==> config.mk <==
export PLATFORM = sky130hd
export DESIGN_NAME = lsc_clk_select
export DESIGN_NICKNAME = d
export VERILOG_FILES = /design/src/rtl/lsc_pkg.sv /design/src/rtl/lsc_regs.sv /design/src/rtl/lsc_divider.sv /design/src/rtl/lsc_clk_select.sv
export SDC_FILE = /design/constraint.sdc
export NUM_CORES = 1
export LEC_CHECK = 0
export BUFFER_PORTS_ARGS = -buffer_cell sky130_fd_sc_hd__buf_2
export CORE_MARGIN = 10
export CORE_UTILIZATION = 46
export CTS_BUF_LIST = sky130_fd_sc_hd__clkbuf_16
export DETAILED_ROUTE_END_ITERATION = 7
export PLACE_DENSITY = 0.8
export REMOVE_ABC_BUFFERS = 1
export SYNTH_ARGS = -nofsm -noshare
export SYNTH_HDL_FRONTEND = slang
export SYNTH_SLANG_ARGS = --single-unit
==> constraint.sdc <==
create_clock -name clk -period 2.25 [get_ports clk]
set_input_delay 0.1125 -clock clk [delete_from_list [all_inputs] [get_ports clk]]
set_output_delay 0.1125 -clock clk [all_outputs]
set_load 0.02 [all_outputs]
==> src/rtl/lsc_pkg.sv <==
package lsc_pkg;

    localparam int LSC_DW = 32;

    // Register byte offsets
    localparam logic [7:0] OFS_CTRL  = 8'h00;
    localparam logic [7:0] OFS_PRESC = 8'h08;
    localparam logic [7:0] OFS_GATE  = 8'h60;

    // Write key carried in the upper halfword of a control write
    localparam logic [15:0] CTRL_KEY = 16'h16AA;

    // Control field positions
    localparam int BIT_SRC    = 0;
    localparam int BIT_EXTEN  = 4;
    localparam int BIT_BYPASS = 15;

    typedef enum logic {
        SRC_INT = 1'b0,
        SRC_EXT = 1'b1
    } lsc_src_e;

    typedef struct packed {
        logic     bypass;
        logic     ext_en;
        lsc_src_e src;
    } lsc_ctrl_t;

    function automatic logic key_ok(input logic [LSC_DW-1:0] w);
        return w[LSC_DW-1:16] == CTRL_KEY;
    endfunction

    function automatic lsc_ctrl_t ctrl_unpack(input logic [LSC_DW-1:0] w);
        lsc_ctrl_t c;
        c.bypass = w[BIT_BYPASS];
        c.ext_en = w[BIT_EXTEN];
        c.src    = lsc_src_e'(w[BIT_SRC]);
        return c;
    endfunction

    function automatic logic [LSC_DW-1:0] ctrl_pack(input lsc_ctrl_t c);
        logic [LSC_DW-1:0] w;
        w             = '0;
        w[BIT_BYPASS] = c.bypass;
        w[BIT_EXTEN]  = c.ext_en;
        w[BIT_SRC]    = c.src;
        return w;
    endfunction

endpackage

==> src/rtl/lsc_regs.sv <==
module lsc_regs
    import lsc_pkg::*;
#(
    parameter int ADDR_W = 8,
    parameter int PDIV_W = 5
) (
    input  logic                clk,
    input  logic                rst,
    input  logic                we,
    input  logic [ADDR_W-1:0]   addr,
    input  logic [LSC_DW-1:0]   wdata,
    output logic [LSC_DW-1:0]   rdata,
    output lsc_ctrl_t           ctrl,
    output logic [PDIV_W-1:0]   pdiv,
    output logic                gate_en
);

    localparam logic [ADDR_W-1:0] A_CTRL  = ADDR_W'(OFS_CTRL);
    localparam logic [ADDR_W-1:0] A_PRESC = ADDR_W'(OFS_PRESC);
    localparam logic [ADDR_W-1:0] A_GATE  = ADDR_W'(OFS_GATE);

    logic hit_ctrl, hit_presc, hit_gate;

    assign hit_ctrl  = (addr == A_CTRL);
    assign hit_presc = (addr == A_PRESC);
    assign hit_gate  = (addr == A_GATE);

    always_ff @(posedge clk) begin
        if (rst) begin
            ctrl    <= '{bypass: 1'b0, ext_en: 1'b0, src: SRC_INT};
            pdiv    <= '0;
            gate_en <= 1'b0;
        end else if (we) begin
            if (hit_ctrl && key_ok(wdata)) ctrl <= ctrl_unpack(wdata);
            if (hit_presc)                 pdiv <= wdata[PDIV_W-1:0];
            if (hit_gate)                  gate_en <= wdata[0];
        end
    end

    always_comb begin
        rdata = '0;
        if (hit_ctrl)       rdata = ctrl_pack(ctrl);
        else if (hit_presc) rdata = LSC_DW'(pdiv);
        else if (hit_gate)  rdata = LSC_DW'(gate_en);
    end

    p_key_guard_r2: assert property (@(posedge clk) disable iff (rst)
        (we && hit_ctrl && !key_ok(wdata)) |=> $stable(ctrl));

    p_unmapped_r10: assert property (@(posedge clk) disable iff (rst)
        (we && !hit_ctrl && !hit_presc && !hit_gate)
            |=> ($stable(ctrl) && $stable(pdiv) && $stable(gate_en)));

    p_key_high_zero_r3: assert property (@(posedge clk) disable iff (rst)
        hit_ctrl |-> (rdata[LSC_DW-1:16] == 16'h0));

endmodule

==> src/rtl/lsc_divider.sv <==
module lsc_divider
    import lsc_pkg::*;
#(
    parameter int FIXED_DIV = 32,
    parameter int PDIV_W    = 5
) (
    input  logic              clk,
    input  logic              rst,
    input  logic              int_tick,
    input  logic              ext_tick,
    input  lsc_src_e          req_src,
    input  logic [PDIV_W-1:0] req_pdiv,
    output logic              tick_o,
    output lsc_src_e          act_src_o
);

    lsc_src_e          act_src;
    logic [PDIV_W-1:0] act_pdiv;
    logic [PDIV_W-1:0] div_cnt;
    logic              pre_pulse;
    logic              int_fire;
    logic              fire;

    // Stage 1: fixed prescaler, held at zero while the external source runs
    generate
        if (FIXED_DIV > 1) begin : g_pre
            localparam int PRE_W = $clog2(FIXED_DIV);
            localparam logic [PRE_W-1:0] PRE_LAST = PRE_W'(FIXED_DIV - 1);

            logic [PRE_W-1:0] pre_cnt;
            logic             pre_wrap;

            assign pre_wrap  = (pre_cnt == PRE_LAST);
            assign pre_pulse = int_tick && pre_wrap && (act_src == SRC_INT);

            always_ff @(posedge clk) begin
                if (rst || act_src == SRC_EXT)
                    pre_cnt <= '0;
                else if (int_tick)
                    pre_cnt <= pre_wrap ? '0 : pre_cnt + 1'b1;
            end

            p_pre_bound_r5: assert property (@(posedge clk) disable iff (rst)
                pre_cnt <= PRE_LAST);
        end else begin : g_nopre
            assign pre_pulse = int_tick && (act_src == SRC_INT);
        end
    endgenerate

    // Stage 2: programmable divide by (value + 1)
    assign int_fire = pre_pulse && (div_cnt == act_pdiv);
    assign fire     = (act_src == SRC_EXT) ? ext_tick : int_fire;

    always_ff @(posedge clk) begin
        if (rst) begin
            act_src  <= SRC_INT;
            act_pdiv <= '0;
            div_cnt  <= '0;
            tick_o   <= 1'b0;
        end else begin
            tick_o <= fire;
            if (fire) begin
                act_src  <= req_src;
                act_pdiv <= req_pdiv;
                div_cnt  <= '0;
            end else if (pre_pulse) begin
                div_cnt <= div_cnt + 1'b1;
            end
        end
    end

    assign act_src_o = act_src;

    p_cnt_bound_r5: assert property (@(posedge clk) disable iff (rst)
        div_cnt <= act_pdiv);

    p_ext_pass_r6: assert property (@(posedge clk) disable iff (rst)
        (act_src == SRC_EXT && ext_tick) |=> tick_o);

    p_ext_quiet_r7: assert property (@(posedge clk) disable iff (rst)
        (act_src == SRC_EXT && !ext_tick) |=> !tick_o);

    p_int_quiet_r7: assert property (@(posedge clk) disable iff (rst)
        (act_src == SRC_INT && !int_tick) |=> !tick_o);

    p_boundary_r8: assert property (@(posedge clk) disable iff (rst)
        !fire |=> ($stable(act_src) && $stable(act_pdiv)));

endmodule

==> src/rtl/lsc_clk_select.sv <==
module lsc_clk_select
    import lsc_pkg::*;
#(
    parameter int ADDR_W    = 8,
    parameter int PDIV_W    = 5,
    parameter int FIXED_DIV = 32
) (
    input  logic              clk,
    input  logic              rst,
    input  logic              reg_we,
    input  logic [ADDR_W-1:0] reg_addr,
    input  logic [31:0]       reg_wdata,
    output logic [31:0]       reg_rdata,
    input  logic              int_osc_tick,
    input  logic              ext_osc_tick,
    output logic              slow_tick,
    output logic              pin_tick,
    output logic              ext_osc_en,
    output logic              fallback_bypass
);

    lsc_ctrl_t         ctrl;
    logic [PDIV_W-1:0] pdiv;
    logic              gate_en;
    lsc_src_e          act_src;

    lsc_regs #(
        .ADDR_W (ADDR_W),
        .PDIV_W (PDIV_W)
    ) u_regs (
        .clk     (clk),
        .rst     (rst),
        .we      (reg_we),
        .addr    (reg_addr),
        .wdata   (reg_wdata),
        .rdata   (reg_rdata),
        .ctrl    (ctrl),
        .pdiv    (pdiv),
        .gate_en (gate_en)
    );

    lsc_divider #(
        .FIXED_DIV (FIXED_DIV),
        .PDIV_W    (PDIV_W)
    ) u_div (
        .clk       (clk),
        .rst       (rst),
        .int_tick  (int_osc_tick),
        .ext_tick  (ext_osc_tick),
        .req_src   (ctrl.src),
        .req_pdiv  (pdiv),
        .tick_o    (slow_tick),
        .act_src_o (act_src)
    );

    assign pin_tick        = slow_tick & gate_en;
    assign ext_osc_en      = ctrl.ext_en;
    assign fallback_bypass = ctrl.bypass;

    p_pin_subset_r9: assert property (@(posedge clk) disable iff (rst)
        pin_tick |-> slow_tick);

    p_src_from_reg_r8: assert property (@(posedge clk) disable iff (rst)
        (act_src != $past(act_src)) |-> ($past(slow_tick) == 1'b0 && slow_tick));

endmodule

# After elaboration in Yosys (flattened, before gate mapping)
# Cells that the tools add are included.
# word_totals
register_bits,26
wordCells,34
# classes
add_sub_neg,2
eq_ne,5
mux,5
bitwise_logic,2
reduce_logical,10
# ops
cell,n
$mux 32,2
$eq 16x13->1 const B,1
$add 5x1->5 const B,2
$eq 8x4->1 const B,1
$eq 8x7->1 const B,1
$logic_not 8->1,1
$reduce_and 2->1,3
$eq 5x5->1,1
$eq 5x5->1 const B,1
$mux 5,1
$logic_and 1x1->1,4
$mux 1,2
$reduce_or 2->1,1
$and 1x1->1,1
$logic_or 1x1->1,1
$not 1->1,1

# Logic depth before layout (Yosys ltp)
# logic_depth
ltp_word,6
ltp_mapped,9

# Hierarchy
# From an unflattened synthesis, not the netlist that was laid out.
# unflattened
cells_unflattened,190
area_unflattened_um2,1694.1
# modules_own_cells
mod,n_inst,cells_per_inst,area_each_um2,seq_area_each_um2
lsc_divider,1,98,933.4,340.3
lsc_regs,1,91,754.5,180.2
lsc_clk_select,1,1,6.3,0.0

# Least setup slack after synthesis
# OpenSTA, ideal clock, no wires.
# synth_timing
path_kind,register to register
from,register u_div.g_pre.pre_cnt[0]
to,register u_div.tick_o
setup_ns,0.115
t_arrival_ns,1.722
t_required_ns,2.135
setup_slack_ns,0.413
path_stages_with_launch,9
n_path_buf,1
path_cell_list,dfxtp_1 ha_1 and3_1 ha_1 and3b_1 buf_6 and4_4 a21o_4 and2_1
# synth_between
elab_chain_cells,5
# synth_lines
item,line,rtl
from (decl),lsc_divider.sv:30,logic [PRE_W-1:0] pre_cnt;
from (signal assigned),lsc_divider.sv:40,pre_cnt <= pre_wrap ? '0 : pre_cnt + 1'b1;
$eq 5x5->1,lsc_divider.sv:33,assign pre_wrap = (pre_cnt == PRE_LAST);
$logic_and 1x1->1 (2 in a row),lsc_divider.sv:34,assign pre_pulse = int_tick && pre_wrap && (act_src == SRC_INT);
$logic_and 1x1->1,lsc_divider.sv:51,assign int_fire = pre_pulse && (div_cnt == act_pdiv);
$mux 1,lsc_divider.sv:52,assign fire = (act_src == SRC_EXT) ? ext_tick : int_fire;
to (signal assigned),lsc_divider.sv:61,tick_o <= fire;
to (decl),lsc_divider.sv:13,"output logic tick_o,"
# Every way passes these cells.
# A chain may end at the register's enable or synchronous reset.

# Final worst setup path
# Same ends and word-level chain as after synthesis.

==> metrics.txt <==
status=finished clean; Total Power=970 µW; Iter 0 DRT Violations=63; # IOs=81; core area=about 0.0034 mm²; r2r startpoint=u_div.g_pre.pre_cnt[0]; utilization after layout=0.546; CTS sink count=26; Yosys warnings=0; port bufs=44; largest cells by area after synthesis=dfxtp_1, buf_4, nand4_1; Max Cap Violations=0; post-synthesis cell type count=39; sequential area share after synthesis=0.307; Final Hold Vio Count=0; Psw=~240 µW; largest net degree at the start of global routing=27; via/cell ratio=about 5.3; pwr dens=516 mW/mm²; Post-synth top cells=buf_4, dfxtp_1, nand4_1, nand3_1, nand2_1; total gr overflow=0; row cnt=21; initial antenna violation count=0; cts bufs inserted=3; Post-CTS Setup Repair Bufs=0; Cells after DPL=roughly 270; clock power share=0.409; Setup WS post-layout=between 0.3 and 0.4 ns; largest family of logic cells by synthesized area=simple AND/OR/NAND/NOR gates; WL/cell=between 10 and 15 µm; PostCTS Resize Cnt=0; Layout Skew=roughly 0.0021 ns; Final setup viols=0; Tmin final=roughly 1.9 ns; layout cell share with drive strength beyond 1=0.261; clock-pin slew on the worst setup and hold paths=0.06 ns; routed via count=1,432; global-route wire length before repair=roughly 6500 µm; Layout Nets=between 200 and 300; Die ar.=around 0.0065 mm²; gate count after technology mapping=around 190; Die X=just over 80 µm; final period utilization=0.838; H-tree Lvls=1; Detail Route Antenna Nets=0; Post-synth EDFFs=0; crit end category=flip-flop; CTS tree=done; worst skew pair latency=0.26 ns; DRC violation count after routing=0; simple-gate share of the synthesized area=0.327; Diodes inserted=0; min-delay worst type=primary input to flip-flop; Synth Area in Compound Gates=0.0976; Hold Path Origin=reg_wdata[1]; worst slew margin relative to its limit=0.653; Post-Syn Area per Cell=approximately 9.0 µm²; Initial Util=0.492; vias in the first global route=between 1,000 and 1,500; Async S/R FF share, synth=0; Max Fclk=531 MHz; setup TNS=0 ns; Synth Flop Type=dfxtp_1; Max Root-Sink Buffers=2; Sw Ratio=0.244; pre-CTS setup slack=about 0.37 ns; post-synthesis xor/xnor area fraction=0.0517; gr usage total=0.120; critical path arrival=around 2 ns; worst endpoint required time=approximately 2.4 ns; post-synth top area cell=dfxtp_1; Seq pwr share=0.481; Worst Path Max Fanout=12; Worst-Margin Slew=between 0.5 and 0.6 ns; Int Power=734 µW; Max VDD drop=roughly 0.00034 V; RSZ-0062 raised after global routing=no; top cell type's share of synthesized area=0.307; CP startpoint=u_div.g_pre.pre_cnt[0]; synth-to-layout area growth=11.1%; fin. max-slew vios=0; routed wire length=3850 µm; Synth Cell Area=between 0.0015 and 0.002 mm²; root buffer selected by CTS=clkbuf_16; Setup CP Type=flip-flop to flip-flop; hold_buf cts=0; Leak=approximately 0.00084 µW; drt pass-1 iters=4; Comb pwr share=0.110; Die Y=slightly above 80 µm; Final HPWL DP=~3000 µm; Startpoint Class=flip-flop; number of synthesized register bits=26; mux cell area share after synthesis=0.0296; Synth Area in Adders=0.0222; gpl congestion=approximately 0.75; post-route insts no fill=around 270
==> logic make-up (layout without fill, tap and decap cells) <==
group	after synthesis	after routing
AOI/OAI and AO/OA	23	23
xor gates and xnor gates	10	10
adders and majority gates	3	3
buffers and inverters	38	50
DFF	26	26
muxes	5	5
other	1	26
and+or+nand+nor	83	83
==> per-stage QoR <==
| step | hold WS (ns) | instance area, µm² |
|---|---|---|
| floorplan | 0.182 | 1520 |
| detailed placement | 0.376 | 1800 |
| CTS | 0.101 | 1880 |
| global placement | 0.371 | 1800 |
| finish | 0.105 | 1880 |
| global route | 0.110 | 1880 |
==> worst max-delay path, cell delays in order (launching register included) <==
cell and delay [ns]:
dfxtp_1 0.34, ha_1 0.22, and3_1 0.19, ha_1 0.22, and3b_1 0.20, and4_4 0.19
a21o_4 0.26, and2_1 0.15
==> routing by layer <==
metal | global-route usage | share of wire
met5 | 0 | 0
met4 | 0.0260 | 0.0049
met3 | 0.0601 | 0.098
met2 | 0.197 | 0.49
met1 | 0.136 | 0.40
==> cell usage in the layout (no fill, tap or decap), drive strengths merged, types with 3 or more instances in the layout <==
cell / count
a21oi: 9
a32oi: 6
and2: 7
and3: 3
buf: 45
clkbuf: 3
conb: 26
dfxtp: 26
ha: 3
mux2i: 5
nand2: 10
nand2b: 5
nand3: 11
nand4: 14
nor2: 4
nor3: 10
nor3b: 5
nor4bb: 4
o31ai: 3
xnor2: 4
xor2: 6
==> worst paths after layout <==
check | to | slack, ns | cells past startpoint
hold reg to reg | u_regs.ctrl[2] | 0.48 | 2
hold / removal | u_regs.pdiv[1] | 0.11 | 3
setup reg to reg | u_div.tick_o | 0.37 | 7
setup / recovery | u_div.tick_o | 0.37 | 7
==> layout make-up <==
class	count	area, µm²
Clock buffer	3	75.1
Tap cell	46	57.6
Sequential cell	26	520
Timing Repair Buffer	45	228
Multi-Input combinational cell	150	992
Inverter	1	3.75
Clock inverter	1	3.75
Fill cell	357	1560
==> power groups by stage <==
| stage | sequential, µW | clock [µW] | combinational [µW] |
|---|---|---|---|
| after detailed placement | 477 | 0 | 104 |
| final | 467 | 397 | 107 |
| after global routing | 467 | 425 | 117 |
| after global placement | 477 | 0 | 102 |
| after CTS | 467 | 406 | 104 |
| after floorplan | 476 | 0 | 56.7 |
==> registers in the layout (all words and copies together), names as in the netlist <==
register,cells
u_regs.gate_en,1
u_regs.ctrl,3
u_regs.pdiv,5
u_div.div_cnt,5
u_div.tick_o,1
u_div.g_pre.pre_cnt,5
u_div.act_pdiv,5
u_div.act_src_o,1
No activity file was read; power rests on OpenSTA's default activity.
